File: src/rtl/nibdec_pkg.sv
package nibdec_pkg;

    localparam int NIB_W = 4;

    typedef logic [NIB_W-1:0] fcode_t;

    localparam fcode_t FC_PFIX = 4'h2;
    localparam fcode_t FC_NFIX = 4'h6;
    localparam fcode_t FC_OPER = 4'hF;

    typedef enum logic [1:0] {
        ST_IDLE,
        ST_CHAIN,
        ST_FULL
    } dec_state_e;

    typedef enum logic [1:0] {
        BK_PFIX,
        BK_NFIX,
        BK_PRIM,
        BK_OPER
    } byte_kind_e;

    function automatic byte_kind_e classify(input fcode_t f);
        byte_kind_e k;
        if (f == FC_PFIX)      k = BK_PFIX;
        else if (f == FC_NFIX) k = BK_NFIX;
        else if (f == FC_OPER) k = BK_OPER;
        else                   k = BK_PRIM;
        return k;
    endfunction

endpackage

File: src/rtl/nibdec_oper.sv
module nibdec_oper
    import nibdec_pkg::*;
#(
    parameter int OPND_W = 32
) (
    input  logic              clk,
    input  logic              rst_n,
    input  logic              take,
    input  byte_kind_e        kind,
    input  logic [NIB_W-1:0]  nib,
    output logic [OPND_W-1:0] merged
);

    localparam int PAD_W = OPND_W - NIB_W;

    logic [OPND_W-1:0] oreg_q;
    logic [OPND_W-1:0] oreg_d;

    assign merged = oreg_q | {{PAD_W{1'b0}}, nib};

    always_comb begin
        oreg_d = oreg_q;
        if (take) begin
            unique case (kind)
                BK_PFIX: oreg_d = merged << NIB_W;
                BK_NFIX: oreg_d = (~merged) << NIB_W;
                default: oreg_d = '0;
            endcase
        end
    end

    always_ff @(posedge clk or negedge rst_n) begin
        if (!rst_n) oreg_q <= '0;
        else        oreg_q <= oreg_d;
    end

    // a completing byte leaves the register empty
    p_oreg_clear_r7: assert property (@(posedge clk) disable iff (!rst_n)
        take && (kind == BK_PRIM || kind == BK_OPER) |=> oreg_q == '0);

    // bits only move upward, the register keeps its contents while idle
    p_oreg_idle_r5: assert property (@(posedge clk) disable iff (!rst_n)
        !take |=> $stable(oreg_q));

endmodule

File: src/rtl/nibdec_ctrl.sv
module nibdec_ctrl
    import nibdec_pkg::*;
(
    input  logic       clk,
    input  logic       rst_n,
    input  logic       in_valid,
    input  logic       out_ready,
    input  logic       out_valid,
    input  byte_kind_e kind,
    output logic       in_ready,
    output logic       take,
    output logic       emit
);

    dec_state_e state_q;
    dec_state_e state_d;

    always_comb begin
        in_ready = (state_q != ST_FULL) || out_ready;
        take     = in_valid && in_ready;
        emit     = take && (kind == BK_PRIM || kind == BK_OPER);
    end

    always_comb begin
        state_d = state_q;
        unique case (state_q)
            ST_IDLE, ST_CHAIN: begin
                if (emit)      state_d = ST_FULL;
                else if (take) state_d = ST_CHAIN;
            end
            ST_FULL: begin
                if (out_ready) begin
                    if (emit)      state_d = ST_FULL;
                    else if (take) state_d = ST_CHAIN;
                    else           state_d = ST_IDLE;
                end
            end
            default: state_d = ST_IDLE;
        endcase
    end

    always_ff @(posedge clk or negedge rst_n) begin
        if (!rst_n) state_q <= ST_IDLE;
        else        state_q <= state_d;
    end

    // controller state and output register agree
    p_state_full_r9: assert property (@(posedge clk) disable iff (!rst_n)
        (state_q == ST_FULL) == out_valid);

    // a drained record with nothing new behind it empties the output
    p_release_r9: assert property (@(posedge clk) disable iff (!rst_n)
        out_valid && out_ready && !emit |=> !out_valid);

    // prefix bytes never raise a record
    p_chain_quiet_r3: assert property (@(posedge clk) disable iff (!rst_n)
        take && (kind == BK_PFIX || kind == BK_NFIX) |=> !out_valid);

endmodule

File: src/rtl/nibdec_outreg.sv
module nibdec_outreg
    import nibdec_pkg::*;
#(
    parameter int OPND_W = 32
) (
    input  logic              clk,
    input  logic              rst_n,
    input  logic              load,
    input  logic              out_ready,
    input  fcode_t            func,
    input  logic [OPND_W-1:0] operand,
    output logic              valid,
    output fcode_t            func_q,
    output logic [OPND_W-1:0] opnd_q,
    output logic              is_op
);

    always_ff @(posedge clk or negedge rst_n) begin
        if (!rst_n) begin
            valid  <= 1'b0;
            func_q <= '0;
            opnd_q <= '0;
            is_op  <= 1'b0;
        end else if (load) begin
            valid  <= 1'b1;
            func_q <= func;
            opnd_q <= operand;
            is_op  <= (func == FC_OPER);
        end else if (out_ready) begin
            valid  <= 1'b0;
        end
    end

    // a stalled record does not move
    p_hold_stable_r8: assert property (@(posedge clk) disable iff (!rst_n)
        valid && !out_ready |=> valid && $stable(func_q) && $stable(opnd_q) && $stable(is_op));

endmodule

File: src/rtl/nibdec_top.sv
module nibdec_top
    import nibdec_pkg::*;
#(
    parameter int OPND_W = 32
) (
    input  logic              clk,
    input  logic              rst_n,
    input  logic              in_valid,
    output logic              in_ready,
    input  logic [7:0]        in_byte,
    output logic              out_valid,
    input  logic              out_ready,
    output logic [3:0]        out_func,
    output logic [OPND_W-1:0] out_operand,
    output logic              out_is_op
);

    fcode_t            fcode;
    logic [NIB_W-1:0]  nib;
    byte_kind_e        kind;
    logic              take;
    logic              emit;
    logic [OPND_W-1:0] merged;

    assign fcode = in_byte[7:4];
    assign nib   = in_byte[3:0];
    assign kind  = classify(fcode);

    nibdec_ctrl u_ctrl (
        .clk       (clk),
        .rst_n     (rst_n),
        .in_valid  (in_valid),
        .out_ready (out_ready),
        .out_valid (out_valid),
        .kind      (kind),
        .in_ready  (in_ready),
        .take      (take),
        .emit      (emit)
    );

    nibdec_oper #(.OPND_W(OPND_W)) u_oper (
        .clk    (clk),
        .rst_n  (rst_n),
        .take   (take),
        .kind   (kind),
        .nib    (nib),
        .merged (merged)
    );

    nibdec_outreg #(.OPND_W(OPND_W)) u_outreg (
        .clk       (clk),
        .rst_n     (rst_n),
        .load      (emit),
        .out_ready (out_ready),
        .func      (fcode),
        .operand   (merged),
        .valid     (out_valid),
        .func_q    (out_func),
        .opnd_q    (out_operand),
        .is_op     (out_is_op)
    );

    // the function code of a completing byte reaches the record
    p_func_pass_r2: assert property (@(posedge clk) disable iff (!rst_n)
        in_valid && in_ready && fcode != FC_PFIX && fcode != FC_NFIX
        |=> out_valid && out_func == $past(in_byte[7:4]));

    // operate escapes are flagged, other codes are not
    p_opr_flag_r6: assert property (@(posedge clk) disable iff (!rst_n)
        in_valid && in_ready && fcode != FC_PFIX && fcode != FC_NFIX
        |=> out_is_op == ($past(in_byte[7:4]) == 4'hF));

    // a ready consumer never blocks input
    p_no_block_r10: assert property (@(posedge clk) disable iff (!rst_n)
        out_ready |-> in_ready);

endmodule

File: config.mk
export PLATFORM = sky130hd
export DESIGN_NAME = nibdec_top
export DESIGN_NICKNAME = d
export VERILOG_FILES = /design/src/rtl/nibdec_pkg.sv /design/src/rtl/nibdec_oper.sv /design/src/rtl/nibdec_ctrl.sv /design/src/rtl/nibdec_outreg.sv /design/src/rtl/nibdec_top.sv
export SDC_FILE = /design/constraint.sdc
export NUM_CORES = 1
export LEC_CHECK = 0
export BUFFER_PORTS_ARGS = -buffer_cell sky130_fd_sc_hd__buf_4
export CAP_MARGIN = 20
export CORE_UTILIZATION = 40
export DETAILED_ROUTE_END_ITERATION = 8
export SETUP_SLACK_MARGIN = 0.2
export SYNTH_ARGS = -nofsm -noshare
export SYNTH_HDL_FRONTEND = slang
export SYNTH_SLANG_ARGS = --single-unit
File: constraint.sdc
create_clock -name clk -period 5 [get_ports clk]
set_input_delay 1 -clock clk [delete_from_list [all_inputs] [get_ports clk]]
set_output_delay 1 -clock clk [all_outputs]
set_load 0.1 [all_outputs]
==> metrics.txt, run 1 <==
Min Hold Slack 497 ps; fin nets 279; Fin Clk Skew 5.61 ps; leakage 1.83 nW; Reg-to-Reg End u_outreg.opnd_q[18]; Buffers & Inverters on Critical Path 2; filler instances 698; WL final 5040 um; cell area power density 417 nW/um2; diode count 0; Slew HR 37.1%; CP most frequent cell buf_4; crit share post-route 55.6%; Place WS 1810 ps; Yosys cell types 25; Reg clk slew, reported paths 70 ps; Yosys warnings 0; hpwl dp 3110 um; most numerous cell in the Yosys netlist dfrtp_1; max_cap viols 0; Setup crit start kind input port; EDFF count, synth 0; synthesis-stage register bit count 68; ys async rst share 100%; maximum vdd drop 199 uV; Critical Path Fanout Max 38; Critical Path RT 5210 ps; Die H 89.8 um; Mapped Nets 233; Residual DRC 0; critical path class in -> reg; switching power 552 uW; Post-synth top flop dfrtp_1; Post-Syn Instances 221; R2R Setup Slk 2870 ps; cell area after synthesis 3080 um2; Final Hold Viols 0; port bufs 50; CTS tree built; first-pass GRT wire length 8600 um; Layout area overhead 19.9%; Max Slew Vio Count 0; initial antenna violation count 0; minimum clock period 2780 ps; total track usage 13.6%; Die Area 8070 um2; vias in the first global route 1732; final number of setup-violating endpoints 0; grt ovf 0; CTS buffer count 9; Worst EP arrival 2990 ps; Syn Area/Cell 14.0 um2; top-area cell type share of the netlist area 55.2%; register area share after synthesis 55.2%; most instantiated cells after synthesis dfrtp_1 (68), mux2_2 (28), nor2_1 (28), xnor2_1 (28), mux2_4 (26); DR iter-0 viols 54; Critical Path End Type register; crit-path cells buf_4 -> or3b_1 -> buf_4 -> nand3_2 -> mux2_1; leading post-synthesis cells by cell area dfrtp_1 (55%), mux2_4 (13%), mux2_2 (10%); Skew-Pair Late Insertion Delay 330 ps; CTS root buf clkbuf_8; worst slew pin tran 942 ps; CORE AREA 7370 um2; final cell count without fillers 371; # resized after CTS 0; postcts setup bufs 0; Yosys top cell by area dfrtp_1; pin count of the biggest net entering global routing 69; Peak Freq 0.360 GHz; RSZ-0062 raised after global routing false; Bufs on Longest Clock Path 2; vias per cell 4.75; routed via count 1762; CP top delay family simple AND/OR/NAND/NOR gates; Int Pwr 991 uW; power share of the combinational group 28.1%; area of the multi-input gates 1260 um2; post-route setup TNS 0 ps; setup slack after layout 2220 ps; remaining antenna violation count after routing 0; Worst path max stage delay 780 ps; clock sinks 68; critical hold path startpoint u_outreg.opnd_q[27]; sw frac 35.8%; Post-Place Cell Area 3480 um2; HP Class reg -> reg; placed insts 355; WHS Endpoint u_outreg.opnd_q[27]; path depth of the worst reg2reg path 3; Reg area 1700 um2; Starting Density 41.9%; Ports 51; row cnt 31; reg2reg start u_ctrl.state_q[1]; chip width 89.8 um; Worst Hold Depth 1; outcome finished clean; GPL Wtd Cong 0.649; CP max stage cell nand3_2; 1st-pass router iterations 3; hold buffers post-CTS 0; design area 3700 um2; Seq pwr share 40.5%; # H-tree levels 3; share of cells above drive strength 1 46.0%; WL/cell 13.6 um; Clk network pwr share 31.4%
[through the flow]
stage / utilization [%] / power (mW)
after detailed placement: 47.3 / 1.07
after global placement: 47.3 / 1.07
after CTS: 50.2 / 1.57
after floorplan: - / 0.986
final: 50.2 / 1.54
after global routing: 50.2 / 1.61
[cell families after synthesis]
group                     after synthesis  synth area share, %
muxes                                  61                 25.4
DFF                                    68                 55.2
buffers and inverters                  21                 4.26
xor gates and xnor gates               28                 7.95
AOI/OAI and AO/OA                       9                 2.27
and+or+nand+nor                        34                 4.91
[flip-flops by register name, summed over array words and instances, names as in the netlist]
signal / count
u_oper.oreg_q: 28
u_outreg.opnd_q: 32
u_ctrl.state_q: 2
u_outreg.valid: 1
u_outreg.is_op: 1
u_outreg.func_q: 4
[layout by cell type (no fill, tap or decap), drive strengths merged]
cell type / count
a2bb2oi: 1
and3: 1
xnor2: 28
dfrtp: 68
a22o: 2
nand3: 1
clkbuf: 9
bufinv: 2
a211oi: 1
nand2b: 1
a31o: 1
a32o: 1
and2: 1
inv: 5
clkinv: 4
mux2: 61
a21oi: 1
nor2: 28
o21ai: 1
buf: 51
a22oi: 1
or3b: 2
clkinvlp: 1
[worst max path at each step]
stage          slack, ps  startpoint             endpoint  depth (start not counted)
3_5_place_dp        1810  in_byte[5]  u_outreg.opnd_q[18]                          5
5_1_grt             2070  in_byte[5]  u_outreg.opnd_q[18]                          5
3_3_place_gp        1870  in_byte[5]  u_outreg.opnd_q[16]                          5
6_report            2220  in_byte[5]  u_outreg.opnd_q[18]                          5
2_1_floorplan       2480   out_ready             in_ready                          1
4_1_cts             2180  in_byte[5]  u_outreg.opnd_q[18]                          5
[final cells by class]
type | instances | area share [%]
tap | 99 | 3.35
multi-input combinational | 132 | 34.0
clock buffer | 9 | 3.35
clock inverter | 7 | 2.47
timing repair buffer | 51 | 10.4
inverter | 5 | 0.507
sequential | 68 | 46.0
[metal layers]
layer	vias up	GRT usage [%]	wire (um)
met4	0	4.51	57
met5	-	0	0
met1	882	17.4	2450
li1	831	-	-
met2	42	21.0	2290
met3	7	5.16	246
[power by group through the flow]
stage	clock network (mW)	logic [mW]	registers (mW)
2_1_floorplan	0	0.123	0.863
3_3_place_gp	0	0.435	0.635
3_5_place_dp	0	0.438	0.636
4_1_cts	0.504	0.438	0.626
5_1_grt	0.528	0.451	0.632
6_report	0.485	0.434	0.625
(Power assumes the default switching activity.)
==> inputs of run 2 (changes only) <==
==> constraint.sdc (replaced) <==
create_clock -name clk -period 2.51 [get_ports clk]
set_input_delay 0.502 -clock clk [delete_from_list [all_inputs] [get_ports clk]]
set_output_delay 0.502 -clock clk [all_outputs]
set_load 0.1 [all_outputs]
==> run 2 against run 1 <==
Cell area rose by 0.41%. Count of clock-buffer cells in the layout did not move. Wire length rose by 6.3%. Via count rose by 0.40%. Non-clock buffer count rose by 2. Sequential power rose by 100%. Clock power rose by 100%. Die area did not move. Worst setup slack got worse by 1600 ps. First-iteration DRC count rose by 63%.
==> metrics.txt, run 2 (synthesis gave the netlist of run 1 again) <==
outcome finished clean; DR WL met2 2460 um (+7.3%); RSZ-0062 raised after global routing false; Bufs on Longest Clock Path 2 (unchanged); post-route setup TNS 0 ps (unchanged); critical path class reg -> out; Reg-to-Reg End u_outreg.opnd_q[15]; crit share post-route 76.1%; DR WL met3 262 um (+6.5%); Setup crit start kind register; Most flops, register u_outreg.opnd_q; Critical Path RT 2010 ps (-3200 ps); initial antenna violation count 0 (unchanged); Starting Density 41.9% (unchanged); fin nets 281 (+0.72%); crit path launch u_ctrl.state_q[0]; Die H 89.8 um (unchanged); leakage 1.84 nW (+0.50%); hpwl dp 3210 um (+3.4%); Top Registers u_outreg.opnd_q: 32 flops, u_oper.oreg_q: 28 flops, u_outreg.func_q: 4 flops; chip width 89.8 um (unchanged); routed via count 1769 (+0.40%); path depth of the worst reg2reg path 4 (+1); GPL Wtd Cong 0.659 (+1.5%); highest metal used met4; design area 3710 um2 (+0.41%); Fin Clk Skew 11.7 ps (+6.08 ps); CORE AREA 7370 um2 (unchanged); WL final 5360 um (+6.3%); Worst EP arrival 1410 ps (-1580 ps); Layout area overhead 20.4%; R2R Setup Slk 780 ps (-2090 ps); HP Class in -> async; Slew HR 44.0% (+6.8 points); CP max stage cell or3b_4; remaining antenna violation count after routing 0 (unchanged); Final Hold Viols 0 (unchanged); CTS tree built; pin count of the biggest net entering global routing 69 (unchanged); CTS buffer count 9 (unchanged); Worst path max stage delay 420 ps (-360 ps); clock sinks 68 (unchanged); Residual DRC 0 (unchanged); DR iter-0 viols 88 (+63%); CTS root buf clkbuf_8; Critical Path Fanout Max 4 (-89%); diode count 0 (unchanged); final cell count without fillers 373 (+0.54%); port bufs 50 (unchanged); Reg clk slew, reported paths 80 ps (about the same); grt ovf 0 (unchanged); total track usage 14.9% (+1.3 points); Critical Path End Type output port; crit-path cells or3b_4 -> buf_4; Ports 51 (unchanged); WL/cell 14.4 um (+5.7%); commonest non-fill, non-tap cell in the layout dfrtp_1; Max Slew Vio Count 0 (unchanged); vias in the first global route 1895 (+9.4%); minimum clock period 1910 ps; 1st-pass router iterations 4 (+1); row cnt 31 (unchanged); Peak Freq 0.524 GHz; cell area power density 830 nW/um2 (+99%); most frequent cells in the layout dfrtp_1 (68), buf_4 (53), mux2_2 (28), xnor2_1 (28), nor2_1 (28); final number of setup-violating endpoints 0 (unchanged); reg2reg start u_ctrl.state_q[0]; # H-tree levels 3 (unchanged); Die Area 8070 um2 (unchanged); max reg flops 32 (unchanged); # resized after CTS 0 (unchanged); first-pass GRT wire length 9430 um (+9.7%); worst slew pin tran 841 ps (-101 ps); hold buffers post-CTS 0 (unchanged); placed insts 357 (+0.56%); vias per cell 4.74 (-0.14%); met1 wire length 2580 um (+5.6%); max_cap viols 0 (unchanged); share of cells above drive strength 1 46.4% (+0.39 points); Post-Place Cell Area 3500 um2 (+0.43%); Skew-Pair Late Insertion Delay 340 ps (about the same); Worst Setup EP in_ready; maximum vdd drop 502 uV (+150%); postcts setup bufs 0 (unchanged)
run 2: changes by cell type in the layout (fill, tap and decap cells not counted), sizes merged:
cell  delta
buf      +2
run 2: final cells by class:
class                   instances  area, um2
clock buffers                   9        124
flip-flops and latches         68       1700
well taps                      99        124
fillers                       694       3660
inverters                       5       18.8
repair buffers                 53        398
multi-input cells             132       1260
clock inverters                 7       91.3
run 2: worst min path at each step:
stage	cells after the start	to	slack, ps
after floorplan	0	u_ctrl.state_q[0]	210
after global placement	1	u_outreg.opnd_q[26]	480
after detailed placement	1	u_outreg.opnd_q[26]	490
after CTS	1	u_outreg.opnd_q[30]	290
after global routing	1	u_outreg.opnd_q[29]	320
final	1	u_oper.oreg_q[30]	270
run 2: worst max-delay path, delay by kind of cell (launching register included):
kind | cells | cell delay [ps]
buffers and inverters | 1 | 240
DFF | 1 | 400
and+or+nand+nor | 1 | 420
run 2: stage by stage:
step / hold WS (ps) / setup slack [ps] / total power, mW / utilization (%)
2_1_floorplan: 206 / 554 / 1.96 / -
5_1_grt: 316 / 528 / 3.22 / 50.4
6_report: 268 / 600 / 3.08 / 50.4
4_1_cts: 293 / 574 / 3.13 / 50.4
3_3_place_gp: 477 / 586 / 2.14 / 47.5
3_5_place_dp: 485 / 566 / 2.14 / 47.5
run 2: power by group:
part / internal [mW] / total, mW / switching [mW]
Clock: 0.555 / 0.969 / 0.413
Combinational: 0.235 / 0.868 / 0.633
Sequential: 1.19 / 1.25 / 0.0612
Total: 1.98 / 3.08 / 1.11
run 2: layer usage:
layer | global-route usage, % | vias to the layer above
met5 | 0 | -
met4 | 4.10 | 0
met3 | 5.50 | 5
met2 | 23.6 | 41
met1 | 19.2 | 893
li1 | - | 830
